$ cat src/rtl/dma_arb_pkg.sv
package dma_arb_pkg;

  typedef enum logic [1:0] {
    TM_IMM = 2'd0,
    TM_HBL = 2'd1,
    TM_VBL = 2'd2,
    TM_SPC = 2'd3
  } trig_mode_e;

  // Does an external event start a block for a channel in this mode?
  function automatic logic trig_hit(input trig_mode_e m, input logic hb, input logic vb,
                                    input logic sp, input logic sp_ok);
    case (m)
      TM_HBL:  return hb;
      TM_VBL:  return vb;
      TM_SPC:  return sp & sp_ok;
      default: return 1'b0;
    endcase
  endfunction

endpackage

$ cat src/rtl/dma_arb_chan.sv
module dma_arb_chan
  import dma_arb_pkg::*;
#(
  parameter int CW  = 16,
  parameter int LAT = 3,
  parameter int IDX = 0
) (
  input  logic          clk,
  input  logic          rst_n,
  input  logic [1:0]    mode,
  input  logic          rpt,
  input  logic          irq_on,
  input  logic          reload_on,
  input  logic [CW-1:0] count,
  input  logic          en_set,
  input  logic          hb,
  input  logic          vb,
  input  logic          sp_req,
  input  logic          unit_ack,
  output logic          enabled,
  output logic          eligible,
  output logic          busy,
  output logic          irq_p,
  output logic          dst_p
);
  localparam int LW = $clog2(LAT + 1);
  localparam logic SPC_OK = (IDX == 1) || (IDX == 2);

  // zero length stands for the largest block
  function automatic logic [CW:0] units_of(input logic [CW-1:0] c);
    return (c == '0) ? {1'b1, {CW{1'b0}}} : {1'b0, c};
  endfunction

  logic          en_q;
  logic [CW:0]   pend_q;
  logic [LW-1:0] wait_q;

  trig_mode_e mode_e;
  logic       start_imm, arm_evt, blk_end, keep_en, first_en;

  assign mode_e    = trig_mode_e'(mode);
  assign first_en  = en_set & ~en_q;
  assign start_imm = first_en & (mode_e == TM_IMM);
  assign arm_evt   = en_q & (pend_q == '0) & trig_hit(mode_e, hb, vb, sp_req, SPC_OK);
  assign blk_end   = unit_ack & (pend_q == {{CW{1'b0}}, 1'b1});
  assign keep_en   = rpt & (mode_e != TM_IMM);

  always_ff @(posedge clk) begin
    if (!rst_n) begin
      en_q   <= 1'b0;
      pend_q <= '0;
      wait_q <= '0;
      irq_p  <= 1'b0;
      dst_p  <= 1'b0;
    end else begin
      irq_p <= blk_end & irq_on;
      dst_p <= blk_end & reload_on;
      if (start_imm || arm_evt) begin
        pend_q <= units_of(count);
        wait_q <= LW'(LAT);
      end else begin
        if (wait_q != '0) wait_q <= wait_q - 1'b1;
        if (unit_ack) pend_q <= pend_q - 1'b1;
      end
      if (first_en) en_q <= 1'b1;
      else if (blk_end && !keep_en) en_q <= 1'b0;
    end
  end

  assign enabled  = en_q;
  assign busy     = en_q & (pend_q != '0);
  assign eligible = busy & (wait_q == '0);

  // a freshly started channel is held off by the start latency
  a_r2_start_holdoff: assert property (@(posedge clk) disable iff (!rst_n)
    start_imm |=> !eligible);
  // a pending block is not reloaded by any start event
  a_r3_hold_pending: assert property (@(posedge clk) disable iff (!rst_n)
    (busy && !unit_ack) |=> (pend_q == $past(pend_q)));
  // each granted unit consumes exactly one pending unit
  a_r6_unit_step: assert property (@(posedge clk) disable iff (!rst_n)
    (unit_ack && pend_q > 1) |=> (pend_q == $past(pend_q) - 1'b1));
  // a non-repeating block end leaves the channel disabled
  a_r7_auto_off: assert property (@(posedge clk) disable iff (!rst_n)
    (blk_end && !keep_en) |=> !en_q);
  // restore pulse only follows a block end with reload set
  a_r8_restore_cause: assert property (@(posedge clk) disable iff (!rst_n)
    dst_p |-> ($past(blk_end) && $past(reload_on)));
  // interrupt pulse only follows a block end with interrupt set
  a_r9_irq_cause: assert property (@(posedge clk) disable iff (!rst_n)
    irq_p |-> ($past(blk_end) && $past(irq_on)));

endmodule

$ cat src/rtl/dma_arb_pick.sv
module dma_arb_pick #(
  parameter int NCH = 4,
  parameter int IDW = 2
) (
  input  logic [NCH-1:0] req,
  output logic           valid,
  output logic [IDW-1:0] id
);
  always_comb begin
    valid = 1'b0;
    id    = '0;
    for (int i = NCH - 1; i >= 0; i--) begin
      if (req[i]) begin
        valid = 1'b1;
        id    = IDW'(i);
      end
    end
  end
endmodule

$ cat src/rtl/dma_trig_arb.sv
module dma_trig_arb #(
  parameter int NCH = 4,
  parameter int CW  = 16,
  parameter int LAT = 3,
  localparam int IDW = (NCH > 1) ? $clog2(NCH) : 1
) (
  input  logic              clk,
  input  logic              rst_n,
  input  logic [NCH-1:0]    en_set,
  input  logic [2*NCH-1:0]  trig_mode,
  input  logic [NCH-1:0]    repeat_en,
  input  logic [NCH-1:0]    irq_en,
  input  logic [NCH-1:0]    reload_en,
  input  logic [CW*NCH-1:0] blk_count,
  input  logic              hblank,
  input  logic              vblank,
  input  logic [NCH-1:0]    spec_req,
  input  logic              unit_done,
  output logic              grant_valid,
  output logic [IDW-1:0]    grant_id,
  output logic              cpu_stall,
  output logic [NCH-1:0]    ch_enabled,
  output logic [NCH-1:0]    irq,
  output logic [NCH-1:0]    dst_restore
);
  logic [NCH-1:0] eligible, busy, unit_ack;

  dma_arb_pick #(.NCH(NCH), .IDW(IDW)) u_pick (
    .req   (eligible),
    .valid (grant_valid),
    .id    (grant_id)
  );

  for (genvar g = 0; g < NCH; g++) begin : g_ch
    assign unit_ack[g] = unit_done & grant_valid & (grant_id == IDW'(g));

    dma_arb_chan #(.CW(CW), .LAT(LAT), .IDX(g)) u_ch (
      .clk       (clk),
      .rst_n     (rst_n),
      .mode      (trig_mode[2*g +: 2]),
      .rpt       (repeat_en[g]),
      .irq_on    (irq_en[g]),
      .reload_on (reload_en[g]),
      .count     (blk_count[CW*g +: CW]),
      .en_set    (en_set[g]),
      .hb        (hblank),
      .vb        (vblank),
      .sp_req    (spec_req[g]),
      .unit_ack  (unit_ack[g]),
      .enabled   (ch_enabled[g]),
      .eligible  (eligible[g]),
      .busy      (busy[g]),
      .irq_p     (irq[g]),
      .dst_p     (dst_restore[g])
    );
  end

  assign cpu_stall = |busy;

  // the grant names a ready channel and no lower one is ready
  a_r5_lowest_ready: assert property (@(posedge clk) disable iff (!rst_n)
    grant_valid |-> (eligible[grant_id] &&
      ((eligible & ((NCH'(1) << grant_id) - NCH'(1))) == '0)));
  // a ready channel always produces a grant
  a_r5_no_idle: assert property (@(posedge clk) disable iff (!rst_n)
    (|eligible) |-> grant_valid);
  // the CPU is held whenever a channel owns the engine
  a_r10_stall_on_grant: assert property (@(posedge clk) disable iff (!rst_n)
    grant_valid |-> cpu_stall);
  // at most one channel consumes a unit per cycle
  a_r6_single_ack: assert property (@(posedge clk) disable iff (!rst_n)
    $onehot0(unit_ack));

endmodule

$ cat config.mk
export PLATFORM = sky130hd
export DESIGN_NAME = dma_trig_arb
export DESIGN_NICKNAME = d
export VERILOG_FILES = /design/src/rtl/dma_arb_pkg.sv /design/src/rtl/dma_arb_chan.sv /design/src/rtl/dma_arb_pick.sv /design/src/rtl/dma_trig_arb.sv
export SDC_FILE = /design/constraint.sdc
export NUM_CORES = 1
export LEC_CHECK = 0
export ABC_AREA = 0
export ABC_CLOCK_PERIOD_IN_PS = 5300
export BUFFER_PORTS_ARGS = -buffer_cell sky130_fd_sc_hd__buf_4
export CORE_ASPECT_RATIO = 1.75
export CORE_MARGIN = 2
export CORE_UTILIZATION = 45
export DETAILED_ROUTE_END_ITERATION = 8
export GPL_TIMING_DRIVEN = 0
export PLACE_DENSITY = 0.68
export SLEW_MARGIN = 5
export SYNTH_ARGS = -nofsm -noshare
export SYNTH_HDL_FRONTEND = slang
export SYNTH_HIERARCHICAL = 1
export SYNTH_SLANG_ARGS = --single-unit
$ cat constraint.sdc
create_clock -name clk -period 5.3 [get_ports clk]
set_input_delay 1.06 -clock clk [delete_from_list [all_inputs] [get_ports clk]]
set_output_delay 1.06 -clock clk [all_outputs]
set_load 0.005 [all_outputs]
; Word-level counts from Yosys, hierarchy flattened
; Cells that the tools add are included.
[totals]
word_cells = 188
reg_bits = 88
out_inout_bits = 16
inputBits = 97
[op_classes]
n_bitwise = 49
n_mux = 40
reduce_logical = 54
eq_ne = 17
n_addsub = 8
[op_table]
columns = cell, count
row1 = two-way mux 17 bit, 12
row2 = equality test 17 x 1 -> 1 bit (second input constant), 4
row3 = logical NOT 17 bit, 4
row4 = nonzero test 17 bit, 4
row5 = subtractor 17 x 1 -> 17 bit (second input constant), 4
row6 = logical NOT 16 bit, 4
row7 = bitwise AND 1 bit, 45
row8 = nonzero test 2 bit, 20
row9 = two-way mux 2 bit, 12
row10 = logical NOT 2 bit, 9
row11 = equality test 2 bit (second input constant), 8
row12 = two-way mux 1 bit, 12
row13 = equality test 2 x 1 -> 1 bit (second input constant), 5
row14 = subtractor 2 x 1 -> 2 bit (second input constant), 4
row15 = case mux 1 bit (3 select lines), 2
row16 = logical AND 1 bit, 4
row17 = logical NOT 1 bit, 4
row18 = logical OR 1 bit, 4
row19 = inverter 1 bit, 4
row20 = case mux 1 bit (2 select lines), 2
row21 = OR reduction 4 bit, 1

; Logic depth before layout (Yosys ltp)
[logic_depth]
depth_word = 13
ltp_mapped = 15
depth_no_buf = 14

; Hierarchy
; The synthesis kept the hierarchy.
[by_module_without_submodules]
columns = module, area_per_inst_um2, n_inst, cells_each, seq_area_each_um2
row1 = dma_arb_chan (g_ch[1].u_ch ...), 1342.5, 2, 153, 440.4
row2 = dma_arb_chan (g_ch[3].u_ch), 1452.6, 1, 169, 440.4
row3 = dma_arb_chan (g_ch[0].u_ch), 1255.0, 1, 149, 440.4
row4 = dma_trig_arb, 46.3, 1, 5, 0.0
row5 = dma_arb_pick, 35.0, 1, 7, 0.0

; Worst setup path before layout
; Ideal clock, no wire load.
[synth_timing]
path_type = flip-flop to flip-flop
start = reg g_ch[0].u_ch.pend_q[8]
end = reg g_ch[3].u_ch.pend_q[13]
setup_slack_ns = 1.966
path_buffers = 1
setup_time_ns = 0.122
period_less_slack_ns = 3.334
stages_incl_launch_ff = 12
t_required_ns = 5.178
arrival_ns = 3.212
cell_sequence = dfxtp_1 > or4_4 > and4b_1 > nor2b_1 > and2_1 > nor3_1 > and4_1 > or3b_1 > clkbuf_1 > nor4_1 > xnor2_1 > a21oi_1
[synth_between]
elab_chain_cells = 7
elab_cells_between_ends = 9
classes_between = eq/ne: 1 / mux: 2 / bitwise: 4 / reduce/logical: 2
[synth_rtl]
columns = element, line
row1 = from (decl), dma_arb_chan.sv:35  ; logic [CW:0] pend_q;
row2 = from (signal assigned), dma_arb_chan.sv:59  ; pend_q <= units_of(count);
row3 = from (signal assigned), dma_arb_chan.sv:63  ; if (unit_ack) pend_q <= pend_q - 1'b1;
row4 = nonzero test 17 bit, dma_arb_chan.sv:71  ; assign busy = en_q & (pend_q != '0);
row5 = bitwise AND 1 bit, dma_arb_chan.sv:71
row6 = via busy[0], dma_trig_arb.sv:26  ; logic [NCH-1:0] eligible, busy, unit_ack;
row7 = bitwise AND 1 bit, dma_arb_chan.sv:72  ; assign eligible = busy & (wait_q == '0);
row8 = via eligible[0], dma_trig_arb.sv:26
row9 = two-way mux 2 bit, dma_arb_pick.sv:13  ; if (req[i]) begin
row10 = via grant_id[1], dma_trig_arb.sv:20  ; output logic [IDW-1:0] grant_id,
row11 = equality test 2 bit, dma_trig_arb.sv:35  ; assign unit_ack[g] = unit_done & grant_valid & (grant_id == IDW'(g));
row12 = bitwise AND 1 bit, dma_trig_arb.sv:35
row13 = via unit_ack[3], dma_trig_arb.sv:26
row14 = nonzero test 2 bit (no source line), --
row15 = to (signal assigned), dma_arb_chan.sv:59
row16 = to (signal assigned), dma_arb_chan.sv:63
row17 = to (decl), dma_arb_chan.sv:35
; The timed path passes the listed nets, and every way through them passes these cells.
; A chain may end at the register's enable or synchronous reset.

; Final worst setup path
[layout_timing]
start = reg g_ch[1].u_ch.pend_q[11]
end = reg g_ch[3].u_ch.pend_q[13]
[layout_between]
elab_chain_cells = 8
elab_cells_between_ends = 11
classes_between = eq/ne: 1 / mux: 4 / bitwise: 4 / reduce/logical: 2
[layout_rtl]
columns = element, line
row1 = from (decl), dma_arb_chan.sv:35
row2 = from (signal assigned), dma_arb_chan.sv:59
row3 = from (signal assigned), dma_arb_chan.sv:63
row4 = nonzero test 17 bit *, dma_arb_chan.sv:71
row5 = bitwise AND 1 bit *, dma_arb_chan.sv:71
row6 = via busy[1], dma_trig_arb.sv:26
row7 = bitwise AND 1 bit *, dma_arb_chan.sv:72
row8 = via eligible[1], dma_trig_arb.sv:26
row9 = two-way mux 2 bit / two-way mux 1 bit (equally long branches) (2 in series), dma_arb_pick.sv:13
row10 = equality test 2 bit / bitwise AND 1 bit (equally long branches), dma_trig_arb.sv:35
row11 = bitwise AND 1 bit *, dma_trig_arb.sv:35
row12 = via unit_ack[3], dma_trig_arb.sv:26
row13 = nonzero test 2 bit (no source line) *, --
; The timed path passes the listed nets; every way through them passes the cells marked *.

==> summary.md <==
| Metric | Value |
|---|---|
| XOR/XNOR share of the synthesized area | 0.0800 |
| CTS root buffer | clkbuf_16 |
| Simple-gate share of the synthesized area | 0.308 |
| Synth Warn # | 6 |
| RePlAce Congestion | 0.871 |
| Post-CTS repair timing setup buffer count | 0 |
| Rel. slew slack | 0.551 |
| Share of the synthesized area in the top cell type | 0.322 |
| Count leader, synth | dfxtp_1 |
| Residual DRC count | 0 |
| Fin. Hold Viols | 0 |
| CTS H-Tree Depth | 3 |
| Via count | 5485 |
| Clk_lat worst skew | 0.34 ns |
| Max-Cap Viols | 0 |
| R2R depth | 11 |
| Kind of critical path | register to register |
| DR pass1 iterations | 6 |
| Cells after Synth | 636 |
| Ports | 113 |
| Clk buf depth | 2 |
| Worst R2R Setup Slack | 1.32 ns |
| Largest net degree at the start of global routing | 23 |
| Slew Viols, Final | 0 |
| Startpoint types | register |
| Number of global-route vias before repair | 5479 |
| Die Y | 150 um |
| Max frequency | 0.251 GHz |
| Worst-margin pin slew | 0.670 ns |
| CP endpoint kind | register |
| Clock Skews | 0.00828 ns |
| Most used cell, CP | nor4_1 |
| Pwr dens | 420 mW/mm^2 |
| Proportion of synthesized area in mux cells | 0.0338 |
| CTS tree | yes |
| Unrepaired setup endpoints after global routing | no |
| Yosys reg bits | 88 |
| # clock sinks | 88 |
| Die X | 87.4 um |
| Clock transition at path regs | 0.06 ns |
| Synthesized cell area | 0.00547 mm^2 |
| ANT nets after route | 0 |
| Initial cell density of the core | 0.459 |
| WL/cell | 17.8 um |
| Crit-path slowest cell | nor4_1 |
| Count of hold-fix buffers inserted at cts | 0 |
| Setup TNS | 0 ns |
| CP Cell Sequence | nor4_1, nand3_1, o21a_1, and2_1, nor3_1, and4_1, or3b_1, clkbuf_1, nor4_1, xnor2_1, a21oi_1 |
| Top FF cell, synth | dfxtp_1 |
| Layout cells sized above 1 | 0.232 |
| Post-detail-place hpwl | 12.4 mm |
| WP data arrival | 4.20 ns |
| Outcome | complete, no violations |
| Synth Area in Compound Gates | 0.173 |
| Fin worst setup slack | 1.32 ns |
| Minimum clock period | 3.98 ns |
| Leak | 2.63 nW |
| First-pass GRT wire length | 25.8 mm |
| Synth cell count leaders | dfxtp_1 (88), nor4_1 (56), nor2_1 (44), nand2_1 (35), a211oi_1 (33) |
| Worst-path fanout max | 10 |
| Initial antenna violation count | 1 |
| Adder-Cell Fraction of Synth Area | 0.0411 |
| Vias/cell | 6.09 |
| Hold Crit Endpoint | g_ch[1].u_ch/pend_q[16] |
| I/O Buffers | 110 |
| Iteration-0 DRC Markers | 258 |
| FILL cells | 1103 |
| CP top delay family | simple AND/OR/NAND/NOR gates |
| Syn_area_per_cell | 8.61 um^2 |
| Number of synthesized flops with an enable pin | 0 |
| Top cells by area, synth | dfxtp_1 (32%), nor4_1 (6.4%), a211oi_1 (4.5%) |
| Capturing point of the worst reg2reg path | g_ch[3].u_ch/pend_q[13] |
| Place WS | 1.34 ns |
| Synth Net Count | 751 |
| Row count | 53 |
| Tcrit/Tclk final | 0.750 |
| Hold path startpoint | g_ch[1].u_ch/pend_q[16] |
| Reg area | 0.00176 mm^2 |
| Core footprint | 0.0119 mm^2 |
| Layout area overhead | 24.6% |
| Post-synthesis sequential area ratio | 0.322 |
| Yosys cell types | 66 |
| Gr ovfl total | 0 |
| Total CTS buffers | 9 |
| Worst VDD drop | 239 uV |
| Multi-input logic area | 0.00348 mm^2 |
| Total Wirelength | 16.1 mm |
| DIE AREA | 0.0131 mm^2 |
| Hold Path Depth | 2 |
| Final setup violation count | 0 |
| Gr usage total | 0.247 |
| Worst Hold Class | register to register |
| Combinational family with the most area after synthesis | simple AND/OR/NAND/NOR gates |
| Post-CTS sizing | 0 |
| Synth area leader | dfxtp_1 |
| Asr flop ratio synth | 0 |
| Reg2reg start | g_ch[1].u_ch/pend_q[11] |
| Slowest Stage Delay on Critical Path | 0.51 ns |
| Critical path buffers and inverters | 1 |
| Final nets | 872 |
| WP data required | 5.52 ns |
[layout by cell type (no fill, tap or decap), types with 5 or more instances in the layout]
| cell | netlist | final |
|---|---|---|
| xor2_1 | 23 | 23 |
| nor3_1 | 23 | 23 |
| or3_1 | 24 | 24 |
| mux2i_1 | 14 | 14 |
| clkbuf_16 | 0 | 9 |
| nor2_1 | 44 | 44 |
| o221ai_1 | 7 | 7 |
| clkbuf_1 | 12 | 13 |
| a21oi_1 | 24 | 24 |
| and3_1 | 9 | 9 |
| inv_1 | 25 | 25 |
| a31oi_1 | 11 | 11 |
| nand2_1 | 35 | 35 |
| o21ai_0 | 15 | 15 |
| nand3_1 | 12 | 12 |
| buf_2 | 12 | 12 |
| o31ai_1 | 5 | 5 |
| nor4_1 | 56 | 56 |
| a311oi_1 | 8 | 8 |
| buf_4 | 0 | 110 |
| dfxtp_1 | 88 | 88 |
| ha_1 | 18 | 18 |
| xnor2_1 | 27 | 27 |
| a211oi_1 | 33 | 33 |
| nand4_1 | 13 | 13 |
[where the power goes]
group	leakage, nW	internal (W)	switching (W)
clock network	0.170	0.000474	0.000263
registers	0.721	0.000803	0.000164
logic	1.74	0.000517	0.000644
[kinds of logic (layout without fill, tap and decap cells)]
| family | Yosys count | count (layout) |
|---|---|---|
| adders and majority gates | 18 | 18 |
| buffers and inverters | 53 | 179 |
| other | 0 | 1 |
| and+or+nand+nor | 275 | 275 |
| xor gates and xnor gates | 50 | 50 |
| DFF | 88 | 88 |
| muxes | 18 | 18 |
| AOI/OAI and AO/OA | 134 | 134 |
[tightest hold or removal path: cells and delay by family (launching register included)]
| family | cells | cell delay [ns] |
|---|---|---|
| flops | 1 | 0.32 |
| compound gates | 2 | 0.15 |
[layout make-up]
class / count / area share
Inverter: 27 / 0.0149
Buffer: 26 / 0.0187
Multi-Input combinational cell: 495 / 0.511
Sequential cell: 88 / 0.258
Timing Repair Buffer: 110 / 0.121
Clock buffer: 11 / 0.0356
Tap cell: 137 / 0.0251
Antenna cell: 1 / 0.000367
Clock inverter: 5 / 0.0152
[layer usage]
layer / GRT usage / up-vias / wire length (um)
met4: 0.113 / 0 / 502
met3: 0.0419 / 39 / 800
met5: 0 / - / 0
li1: - / 2679 / -
met1: 0.273 / 2583 / 6290
met2: 0.449 / 184 / 8470
[metrics by stage]
step                instances  utilization  cell area, um^2  power [W]  hold slack, ns
floorplan                 636            -             5470    0.00179           0.472
global placement          883        0.542             6470    0.00207           0.486
detailed placement        883        0.542             6470    0.00211           0.499
CTS                       899        0.571             6820    0.00286           0.511
global route              899        0.571             6820    0.00305           0.542
finish                    900        0.571             6820    0.00287           0.514
[state kept, by name, indices dropped and copies added, names as in the netlist]
name               count
g_ch.u_ch/enabled      4
g_ch.u_ch/dst_p        4
g_ch.u_ch/irq_p        4
g_ch.u_ch/pend_q      68
g_ch.u_ch/wait_q       8
[worst max-delay path by stage]
stage,start,to,slack (ns),cells past startpoint
after floorplan,g_ch[0].u_ch/pend_q[8],g_ch[3].u_ch/pend_q[13],1.97,11
after global placement,g_ch[1].u_ch/pend_q[11],g_ch[3].u_ch/pend_q[13],1.37,11
after detailed placement,g_ch[1].u_ch/pend_q[11],g_ch[3].u_ch/pend_q[13],1.34,11
after CTS,g_ch[1].u_ch/pend_q[11],g_ch[3].u_ch/pend_q[13],1.31,11
after global routing,g_ch[1].u_ch/pend_q[11],g_ch[3].u_ch/pend_q[13],0.99,11
final,g_ch[1].u_ch/pend_q[11],g_ch[3].u_ch/pend_q[13],1.32,11
Power figures use the tool's default switching activity.
